$ cat src/rtl/hostwr_pkg.sv
package hostwr_pkg;
    typedef enum logic [2:0] {
        ST_IDLE  = 3'd0,
        ST_GRANT = 3'd1,
        ST_EXTRA = 3'd2,
        ST_HOLD  = 3'd3,
        ST_WSTB  = 3'd4,
        ST_DONE  = 3'd5
    } hw_state_e;
endpackage

$ cat src/rtl/hostwr_presample.sv
// Falling-edge view of the host request, used to tell a late request apart.
module hostwr_presample (
    input  logic clk,
    input  logic rst_n,
    input  logic req,
    output logic req_early
);
    always_ff @(negedge clk) begin
        if (!rst_n) req_early <= 1'b0;
        else        req_early <= req;
    end
endmodule

$ cat src/rtl/hostwr_capture.sv
// Control capture on the falling edge, address/data capture on the rising edge.
module hostwr_capture #(
    parameter int ADDR_W = 16,
    parameter int DATA_W = 16
) (
    input  logic              clk,
    input  logic              rst_n,
    input  logic              ctrl_cap,
    input  logic              ad_cap,
    input  logic              mem_regn,
    input  logic              rd_wrn,
    input  logic              wpol,
    input  logic [ADDR_W-1:0] addr,
    input  logic [DATA_W-1:0] data,
    output logic              is_mem,
    output logic              is_wr,
    output logic [ADDR_W-1:0] addr_q,
    output logic [DATA_W-1:0] data_q
);
    logic wr_now;
    assign wr_now = wpol ? ~rd_wrn : rd_wrn;

    always_ff @(negedge clk) begin
        if (!rst_n) begin
            is_mem <= 1'b0;
            is_wr  <= 1'b0;
        end else if (ctrl_cap) begin
            is_mem <= mem_regn;
            is_wr  <= wr_now;
        end
    end

    always_ff @(posedge clk) begin
        if (!rst_n) begin
            addr_q <= '0;
            data_q <= '0;
        end else if (ad_cap) begin
            addr_q <= addr;
            data_q <= data;
        end
    end

    AST_AD_ONLY_ON_CAP: assert property (@(posedge clk) disable iff (!rst_n)
        (!ad_cap && $past(rst_n)) |=> $stable(addr_q));
endmodule

$ cat src/rtl/hostwr_fsm.sv
module hostwr_fsm
    import hostwr_pkg::*;
(
    input  logic clk,
    input  logic rst_n,
    input  logic req,
    input  logic req_early,
    input  logic strb_n,
    input  logic int_busy,
    input  logic is_mem,
    input  logic is_wr,
    output logic ctrl_cap,
    output logic ad_cap,
    output logic ioen_n,
    output logic readyd_n,
    output logic ram_we,
    output logic reg_we
);
    hw_state_e state, nxt;
    logic      late_q;
    logic      armed;
    logic      grant;

    assign grant = armed && req && !int_busy;

    always_comb begin
        nxt = state;
        unique case (state)
            ST_IDLE:  if (grant) nxt = ST_GRANT;
            ST_GRANT: nxt = late_q ? ST_EXTRA : ST_HOLD;
            ST_EXTRA: nxt = ST_HOLD;
            ST_HOLD:  nxt = ST_WSTB;
            ST_WSTB:  nxt = ST_DONE;
            ST_DONE:  if (strb_n) nxt = ST_IDLE;
            default:  nxt = ST_IDLE;
        endcase
    end

    always_ff @(posedge clk) begin
        if (!rst_n) begin
            state  <= ST_IDLE;
            late_q <= 1'b0;
            armed  <= 1'b0;
        end else begin
            state <= nxt;
            if (state == ST_IDLE && grant) begin
                late_q <= ~req_early;
                armed  <= 1'b0;
            end else if (strb_n) begin
                armed <= 1'b1;
            end
        end
    end

    always_comb begin
        ioen_n   = (state == ST_IDLE);
        readyd_n = (state != ST_DONE);
        ctrl_cap = (state == ST_GRANT);
        ad_cap   = ((state == ST_GRANT) && !late_q) || (state == ST_EXTRA);
        ram_we   = (state == ST_WSTB) && is_wr && is_mem;
        reg_we   = (state == ST_WSTB) && is_wr && !is_mem;
    end

    AST_BUSY_BLOCKS: assert property (@(posedge clk) disable iff (!rst_n)
        (ioen_n && int_busy) |=> ioen_n);
    AST_DONE_HOLDS: assert property (@(posedge clk) disable iff (!rst_n)
        (!readyd_n && !strb_n) |=> (!readyd_n && !ioen_n));
    AST_DONE_RELEASE: assert property (@(posedge clk) disable iff (!rst_n)
        (!readyd_n && strb_n) |=> (readyd_n && ioen_n));
endmodule

$ cat src/rtl/hostwr_port_ctrl.sv
module hostwr_port_ctrl #(
    parameter int ADDR_W = 16,
    parameter int DATA_W = 16
) (
    input  logic              clk,
    input  logic              rst_n,
    input  logic              sel_n,
    input  logic              strb_n,
    input  logic              mem_regn,
    input  logic              rd_wrn,
    input  logic              wpol,
    input  logic [ADDR_W-1:0] addr,
    input  logic [DATA_W-1:0] data,
    input  logic              int_busy,
    output logic              ioen_n,
    output logic              readyd_n,
    output logic              ram_we,
    output logic              reg_we,
    output logic [ADDR_W-1:0] wr_addr,
    output logic [DATA_W-1:0] wr_data
);
    logic req, req_early, ctrl_cap, ad_cap, is_mem, is_wr;

    assign req = ~sel_n & ~strb_n;

    hostwr_presample u_pre (
        .clk(clk), .rst_n(rst_n), .req(req), .req_early(req_early)
    );

    hostwr_capture #(.ADDR_W(ADDR_W), .DATA_W(DATA_W)) u_cap (
        .clk(clk), .rst_n(rst_n), .ctrl_cap(ctrl_cap), .ad_cap(ad_cap),
        .mem_regn(mem_regn), .rd_wrn(rd_wrn), .wpol(wpol),
        .addr(addr), .data(data), .is_mem(is_mem), .is_wr(is_wr),
        .addr_q(wr_addr), .data_q(wr_data)
    );

    hostwr_fsm u_fsm (
        .clk(clk), .rst_n(rst_n), .req(req), .req_early(req_early),
        .strb_n(strb_n), .int_busy(int_busy), .is_mem(is_mem), .is_wr(is_wr),
        .ctrl_cap(ctrl_cap), .ad_cap(ad_cap), .ioen_n(ioen_n),
        .readyd_n(readyd_n), .ram_we(ram_we), .reg_we(reg_we)
    );

    AST_WE_EXCLUSIVE: assert property (@(posedge clk) disable iff (!rst_n)
        !(ram_we && reg_we));
    AST_READY_AFTER_WE: assert property (@(posedge clk) disable iff (!rst_n)
        (ram_we || reg_we) |=> !readyd_n);
    AST_ADDR_HELD_IN_WE: assert property (@(posedge clk) disable iff (!rst_n)
        (ram_we || reg_we) |-> ($stable(wr_addr) && $stable(wr_data)));
    AST_READY_INSIDE_IOEN: assert property (@(posedge clk) disable iff (!rst_n)
        !readyd_n |-> !ioen_n);
endmodule

$ cat config.mk
export PLATFORM = sky130hd
export DESIGN_NAME = hostwr_port_ctrl
export DESIGN_NICKNAME = d
export VERILOG_FILES = /design/src/rtl/hostwr_pkg.sv /design/src/rtl/hostwr_presample.sv /design/src/rtl/hostwr_capture.sv /design/src/rtl/hostwr_fsm.sv /design/src/rtl/hostwr_port_ctrl.sv
export SDC_FILE = /design/constraint.sdc
export NUM_CORES = 1
export LEC_CHECK = 0
export ABC_AREA = 1
export BUFFER_PORTS_ARGS = -buffer_cell sky130_fd_sc_hd__buf_4
export CAP_MARGIN = 20
export CORE_MARGIN = 5
export CORE_UTILIZATION = 41
export DETAILED_ROUTE_END_ITERATION = 8
export MAX_ROUTING_LAYER = met4
export PLACE_DENSITY = 0.75
export RECOVER_POWER = 100
export REMOVE_ABC_BUFFERS = 1
export SKIP_LAST_GASP = 1
export SYNTH_ARGS = -nofsm -noshare
export SYNTH_HDL_FRONTEND = slang
export SYNTH_SLANG_ARGS = --single-unit
$ cat constraint.sdc
create_clock -name clk -period 1.1 [get_ports clk]
set_clock_uncertainty 0.1 [all_clocks]
set_input_delay 0.22 -clock clk [delete_from_list [all_inputs] [get_ports clk]]
set_output_delay 0.22 -clock clk [all_outputs]
set_load 0.005 [all_outputs]
==> results of run 1 <==
[per-layer routing]
metal,vias to the layer above,track usage [%],share of wire (%)
met5,-,-,0
met4,0,6.56,2.1
met3,19,6.34,6.1
met2,67,34.6,54
met1,841,21.0,37
li1,859,-,-
[registers in the layout (all words and copies together), names as in the netlist]
name,count
u_fsm.state,3
u_fsm.late_q,1
u_fsm.armed,1
u_cap.is_wr,1
u_cap.is_mem,1
u_pre.req_early,1
u_cap.addr_q,16
u_cap.data_q,16
[power groups by stage]
| stage | logic, mW | registers (mW) | clock network (mW) |
|---|---|---|---|
| final | 3.19 | 2.09 | 1.09 |
| after global routing | 3.40 | 2.13 | 1.18 |
| after CTS | 2.95 | 2.02 | 1.09 |
| after detailed placement | 2.03 | 2.04 | 0.0227 |
| after global placement | 1.99 | 2.03 | 0.0227 |
| after floorplan | 0.854 | 2.07 | 0.0227 |
[per-stage QoR]
| step | hold slack (ps) | setup slack [ps] |
|---|---|---|
| after floorplan | 240 | -397 |
| after global placement | 333 | -381 |
| after detailed placement | 335 | -429 |
| after CTS | 51.9 | -766 |
| after global routing | 53.5 | -785 |
| final | 58.7 | -738 |
[cell type report]
type                       count  area, um^2
clock buffer                   5        68.8
clock inverter                 6        38.8
fill                         219         662
inverter                      11        61.3
multi-input combinational    134         920
sequential                    40         842
tap                           48        60.1
timing repair buffer         121        1090
[logic make-up (layout without fill, tap and decap cells)]
group / after synthesis / after routing
buf+inv: 22 / 143
simple gates: 93 / 93
flops: 40 / 40
compound gates: 40 / 40
xor+xnor: 1 / 1
[timing repair]
action | in CTS | in global routing
resized for setup | 72 | 68
pin swaps | 36 | 29
setup endpoints to repair | 43 | 73
cloned | 5 | 0
hold buffers | 0 | 0
setup buffers | 13 | 18
[cells in the final DEF, fill, tap and decap left out, types with 2 or more instances in the layout]
| cell type | instances |
|---|---|
| buf_4 | 87 |
| nor2_1 | 37 |
| nor2_2 | 34 |
| dfxtp_2 | 33 |
| o21ai_2 | 32 |
| buf_6 | 19 |
| inv_1 | 9 |
| nor2_4 | 7 |
| buf_12 | 7 |
| dfxtp_1 | 7 |
| clkbuf_8 | 5 |
| clkbuf_4 | 5 |
| o21ai_1 | 4 |
| nand3_4 | 3 |
| nand2_4 | 3 |
| nand2_1 | 3 |
| inv_2 | 2 |
| a21oi_1 | 2 |
| nand2_2 | 2 |
[worst max-delay path: cells and delay by family (launching register included)]
family,cells,cell delay (ps)
buf+inv,1,110
simple gates,2,170
flops,1,340
[worst max-delay path by stage]
stage          cells past startpoint                       end                        start
2_1_floorplan                      4  u_cap.is_wr$_SDFFE_NN0N_  u_fsm.state[2]$_SDFFE_PN0P_
4_1_cts                            3                    reg_we     u_cap.is_wr$_SDFFE_NN0N_
3_3_place_gp                       3                    reg_we     u_cap.is_wr$_SDFFE_NN0N_
6_report                           3                    reg_we     u_cap.is_wr$_SDFFE_NN0N_
3_5_place_dp                       3                    reg_we     u_cap.is_wr$_SDFFE_NN0N_
5_1_grt                            3                    reg_we     u_cap.is_wr$_SDFFE_NN0N_
==> flow_metrics.env, run 1 <==
export IMPL_slowest_delay_ps=340
export IMPL_crit_arrival_ps=1520
export IMPL_p_comb_share_pct=50.1
export IMPL_cts_clk_slew_worst_paths_ps=70
export IMPL_synth_xor_area_share_pct=0.540
export IMPL_min_to="u_cap.addr_q[5]$_SDFFE_PN0P_"
export IMPL_fp_dieW_um=72.9
export IMPL_synth_compound_area_share_pct=12.3
export IMPL_clock_path_buffers=2
export IMPL_p_switching_mw=2.18
export IMPL_cap_violations=0
export IMPL_pwr_share_seq_pct=32.8
export IMPL_initial_utilization_pct=43.3
export IMPL_status="finished with violations"
export IMPL_fin_util_pct=82.3
export IMPL_cp_max_fo=2
export IMPL_peakVddDrop_uv=1160
export IMPL_async_flop_share_pct=0
export IMPL_critPathSlowestCell="dfxtp_2"
export IMPL_ctsRootBufferMaster="clkbuf_8"
export IMPL_endpoint_kind="primary output"
export IMPL_vias=1786
export IMPL_postRouteAntennaNets=0
export IMPL_synthToLayoutAreaGrowth_pct=89.9
export IMPL_placedCellCount=327
export IMPL_p_total_mw=6.37
export IMPL_final_area_mm2=0.00308
export IMPL_min_from="addr[5]"
export IMPL_yosysMostFrequentCell="nor2_1"
export IMPL_hold_depth=3
export IMPL_instances_no_fill=365
export IMPL_syn_area_mm2=0.00162
export IMPL_globalplace_congestion=0.820
export IMPL_fin_ws_ps=-738
export IMPL_drive_above_1_share_pct=78.9
export IMPL_worstPathRequired_ps=780
export IMPL_reg2regPathDepth=5
export IMPL_routed_wl_um=5640
export IMPL_leakagePower_nw=1.40
export IMPL_grt_start_max_net_pins=22
export IMPL_timing_rr_start="u_fsm.state[1]$_SDFFE_PN0P_"
export IMPL_port_buffers=75
export IMPL_path_class="reg -> out"
export IMPL_grt_overflow=0
export IMPL_fp_coreArea_mm2=0.00374
export IMPL_h_tree_depth=2
export IMPL_grt_pass1_wl_um=7890
export IMPL_synthSimpleGateAreaFrac_pct=27.8
export IMPL_failed_checks="negative setup slack"
export IMPL_path_cells="nand3_4 > nor2_2 > buf_4"
export IMPL_p_int_mw=4.19
export IMPL_synth_seq_area_share_pct=49.3
export IMPL_wl_per_cell_um=15.4
export IMPL_ys_warn_count=0
export IMPL_relSlewSlack_pct=78.0
export IMPL_avgSynthCellArea_um2=8.28
export IMPL_synth_area_mux_share_pct=0
export IMPL_netSwitchingFraction_pct=34.2
export IMPL_placed_area_mm2=0.00232
export IMPL_setup_viol=43
export IMPL_place_hpwl_um=3000
export IMPL_antennaDiodeCount=0
export IMPL_grt_pass1_vias=1731
export IMPL_nNetsFinal=356
export IMPL_slew_violations=0
export IMPL_synth_top_family_by_area="simple AND/OR/NAND/NOR gates"
export IMPL_rows=22
export IMPL_synthFlopType="dfxtp_1"
export IMPL_synth_edff_count=0
export IMPL_drc=0
export IMPL_track_usage_pct=19.8
export IMPL_numClockSinks=40
export IMPL_ys_ff_latch=40
export IMPL_r2r_setup_slack_ps=-410
export IMPL_insertion_delay_ps=340
export IMPL_setup_tns_final_ps=-16120
export IMPL_crit_path_start_kind="register"
export IMPL_yosys_top_cells_count="nor2_1 (46), dfxtp_1 (40), nor2_2 (31), o21ai_1 (30), inv_1 (11)"
export IMPL_cts_made_buffers=5
export IMPL_synth_top_cell_by_area="dfxtp_1"
export IMPL_cts_tree="yes"
export IMPL_rsz0062_at_grt="true"
export IMPL_hold_class="in -> reg"
export IMPL_die_area_mm2=0.00532
export IMPL_ys_top_cells_by_area="dfxtp_1 (49%), nor2_2 (12%), nor2_1 (11%)"
export IMPL_antenna_found_initial=0
export IMPL_vias_per_cell=4.89
export IMPL_die_height_um=72.9
export IMPL_ys_types=19
export IMPL_synth_top_area_share_pct=49.3
export IMPL_ios=76
export IMPL_worst_pin_slew_ps=330
export IMPL_rr_endpoint="u_cap.is_mem$_SDFFE_NN0N_"
export IMPL_synthAdderAreaFrac_pct=0
export IMPL_clkPwrFrac_pct=17.1
export IMPL_hold_viol_final=0
export IMPL_drtIter0Drc=71
export IMPL_synthCells=196
export IMPL_drt_pass1_iterations=4
export IMPL_power_per_cell_area_mw_per_mm2=2070
(Power assumes the default switching activity.)
==> run 2: changes to the inputs <==
--- a/config.mk
+++ b/config.mk
@@ -11,10 +11,12 @@
 export CORE_MARGIN = 5
 export CORE_UTILIZATION = 41
 export DETAILED_ROUTE_END_ITERATION = 8
+export HOLD_SLACK_MARGIN = 0.03
 export MAX_ROUTING_LAYER = met4
 export PLACE_DENSITY = 0.75
 export RECOVER_POWER = 100
 export REMOVE_ABC_BUFFERS = 1
+export SETUP_SLACK_MARGIN = 0.5
 export SKIP_LAST_GASP = 1
 export SYNTH_ARGS = -nofsm -noshare
 export SYNTH_HDL_FRONTEND = slang
==> run 2 against run 1 <==
The flow still finishes with violations (negative setup slack); first-iteration DRC count up 42%; hold slack gained 7.9 ps; critical endpoint unchanged; core utilization rose by 12 points; final area is 15% higher; total power increased by 20%; critical path type unchanged; clock-buffer cell count did not move; critical path depth unchanged.
==> flow_metrics.env, run 2 (synthesis gave the netlist of run 1 again) <==
export IMPL_status="finished with violations"
export IMPL_failed_checks="negative setup slack"
export IMPL_fp_coreArea_mm2=0.00374
export IMPL_path_buf_inv=1
export IMPL_path_class="reg -> out"
export IMPL_globalplace_congestion=0.820
export IMPL_layout_commonest_cell="buf_4"
export IMPL_rsz0062_at_grt="true"
export IMPL_hold_class="in -> reg"
export IMPL_reg_top3="u_cap.addr_q (16), u_cap.data_q (16), u_fsm.state (3)"
export IMPL_die_area_mm2=0.00532
export IMPL_setup_viol=43
export IMPL_crit_path_start_kind="register"
export IMPL_nNetsFinal=387
export IMPL_peakVddDrop_uv=1380
export IMPL_cts_clk_slew_worst_paths_ps=80
export IMPL_grt_pass1_wl_um=9760
export IMPL_clock_path_buffers=2
export IMPL_place_hpwl_um=3000
export IMPL_slew_violations=0
export IMPL_hold_viol_final=0
export IMPL_grt_start_max_net_pins=22
export IMPL_track_usage_pct=25.0
export IMPL_drt_pass1_iterations=4
export IMPL_final_cell_mix="buf_4 (86), buf_6 (53), nor2_2 (36), dfxtp_2 (33), nor2_1 (32)"
export IMPL_ctsRootBufferMaster="clkbuf_8"
export IMPL_insertion_delay_ps=340
export IMPL_slowest_delay_ps=340
export IMPL_ctsHoldBuffers=0
export IMPL_path_cells="nand3_2 > nor2_2 > buf_4"
export IMPL_port_buffers=75
export IMPL_leakagePower_nw=1.62
export IMPL_cp_max_fo=2
export IMPL_fp_dieW_um=72.9
export IMPL_synthToLayoutAreaGrowth_pct=118
export IMPL_worst_pin_slew_ps=350
export IMPL_endpoint_kind="primary output"
export IMPL_worstPathRequired_ps=780
export IMPL_drive_above_1_share_pct=81.0
export IMPL_numClockSinks=40
export IMPL_critPathSlowestCell="dfxtp_2"
export IMPL_cap_violations=0
export IMPL_power_per_cell_area_mw_per_mm2=2170
export IMPL_h_tree_depth=2
export IMPL_antennaDiodeCount=0
export IMPL_timing_critical_path_max_delay_family="flip-flops"
export IMPL_drc=0
export IMPL_crit_arrival_ps=1540
export IMPL_grt_pass1_vias=2131
export IMPL_rows=22
export IMPL_vias=2122
export IMPL_postRouteAntennaNets=0
export IMPL_hold_slack_ps=66.6
export IMPL_fin_ws_ps=-759
export IMPL_fillCellCount=98
export IMPL_cts_made_buffers=5
export IMPL_cts_tree="yes"
export IMPL_relSlewSlack_pct=76.6
export IMPL_die_height_um=72.9
export IMPL_fin_util_pct=94.3
export IMPL_ios=76
export IMPL_drtIter0Drc=101
export IMPL_wl_per_cell_um=21.9
export IMPL_grt_overflow=0
export IMPL_vias_per_cell=5.36
export IMPL_antenna_found_initial=0
export IMPL_initial_utilization_pct=43.3
export IMPL_routed_wl_um=8680
[run 2: cell types whose count changed in the layout (fill, tap and decap cells not counted), moves of 2 or more]
cell / delta
buf_6: +34
o21ai_2: -10
o21ai_1: +7
clkbuf_4: -5
nor2_1: -5
buf_16: +3
dfxtp_1: -3
dfxtp_4: +3
nor2_4: +3
o21ai_4: +3
inv_4: +2
nand3_4: -2
nor2_2: +2
[run 2: per-layer routing]
metal / track usage (%) / up-vias / wire length [um]
li1: - / 926 / -
met1: 24.1 / 1025 / 2940
met2: 46.1 / 128 / 4770
met3: 5.92 / 43 / 466
met4: 12.5 / 0 / 502
met5: - / - / 0
[run 2: final cells by class]
class	count	area (um^2)	area share [%]
repair buffers	152	1530	43.3
clock inverters	6	38.8	1.10
clock buffers	5	68.8	1.95
well taps	48	60.1	1.70
flip-flops and latches	40	853	24.2
multi-input cells	134	921	26.1
inverters	11	61.3	1.74
[run 2: report_power, final]
part           internal [mW]  switching [mW]  leakage, nW
combinational           2.49            1.87         1.21
clock                  0.562           0.564       0.0687
sequential              1.87           0.287        0.344
[run 2: path summary, 6_finish.rpt]
kind                                                  start                             to  slack (ps)  cells past startpoint
worst max-delay path               u_cap.is_wr$_SDFFE_NN0N_                         reg_we        -760                      3
worst min-delay path                                addr[5]   u_cap.addr_q[5]$_SDFFE_PN0P_          70                      3
worst max register to register  u_fsm.state[0]$_SDFFE_PN0P_  u_cap.addr_q[12]$_SDFFE_PN0P_        -630                     10
worst min register to register     u_cap.is_wr$_SDFFE_NN0N_       u_cap.is_wr$_SDFFE_NN0N_         380                      2
[run 2: per-stage QoR]
| stage | power, mW | cell area, um^2 | setup slack [ps] | cells | TNS, ps |
|---|---|---|---|---|---|
| after floorplan | 2.94 | 1510 | -397 | 186 | -9630 |
| after CTS | 6.74 | 3280 | -766 | 384 | -17870 |
| final | 7.65 | 3530 | -759 | 396 | -21990 |
| after global routing | 7.94 | 3530 | -828 | 396 | -23930 |
| after global placement | 4.04 | 2320 | -381 | 327 | -9700 |
| after detailed placement | 4.09 | 2320 | -429 | 327 | -10710 |
[run 2: worst min-delay path: cells and delay by family]
kind / cells / cell delay (ps)
simple gates: 1 / 70
buf+inv: 1 / 80
compound gates: 1 / 50
[run 2: repair_timing]
item	CTS	global route
gates resized for setup	140	42
pin swaps	39	28
gates cloned	5	0
endpoints found under the setup margin	76	76
endpoints found under the hold margin	0	0
setup buffers	42	12
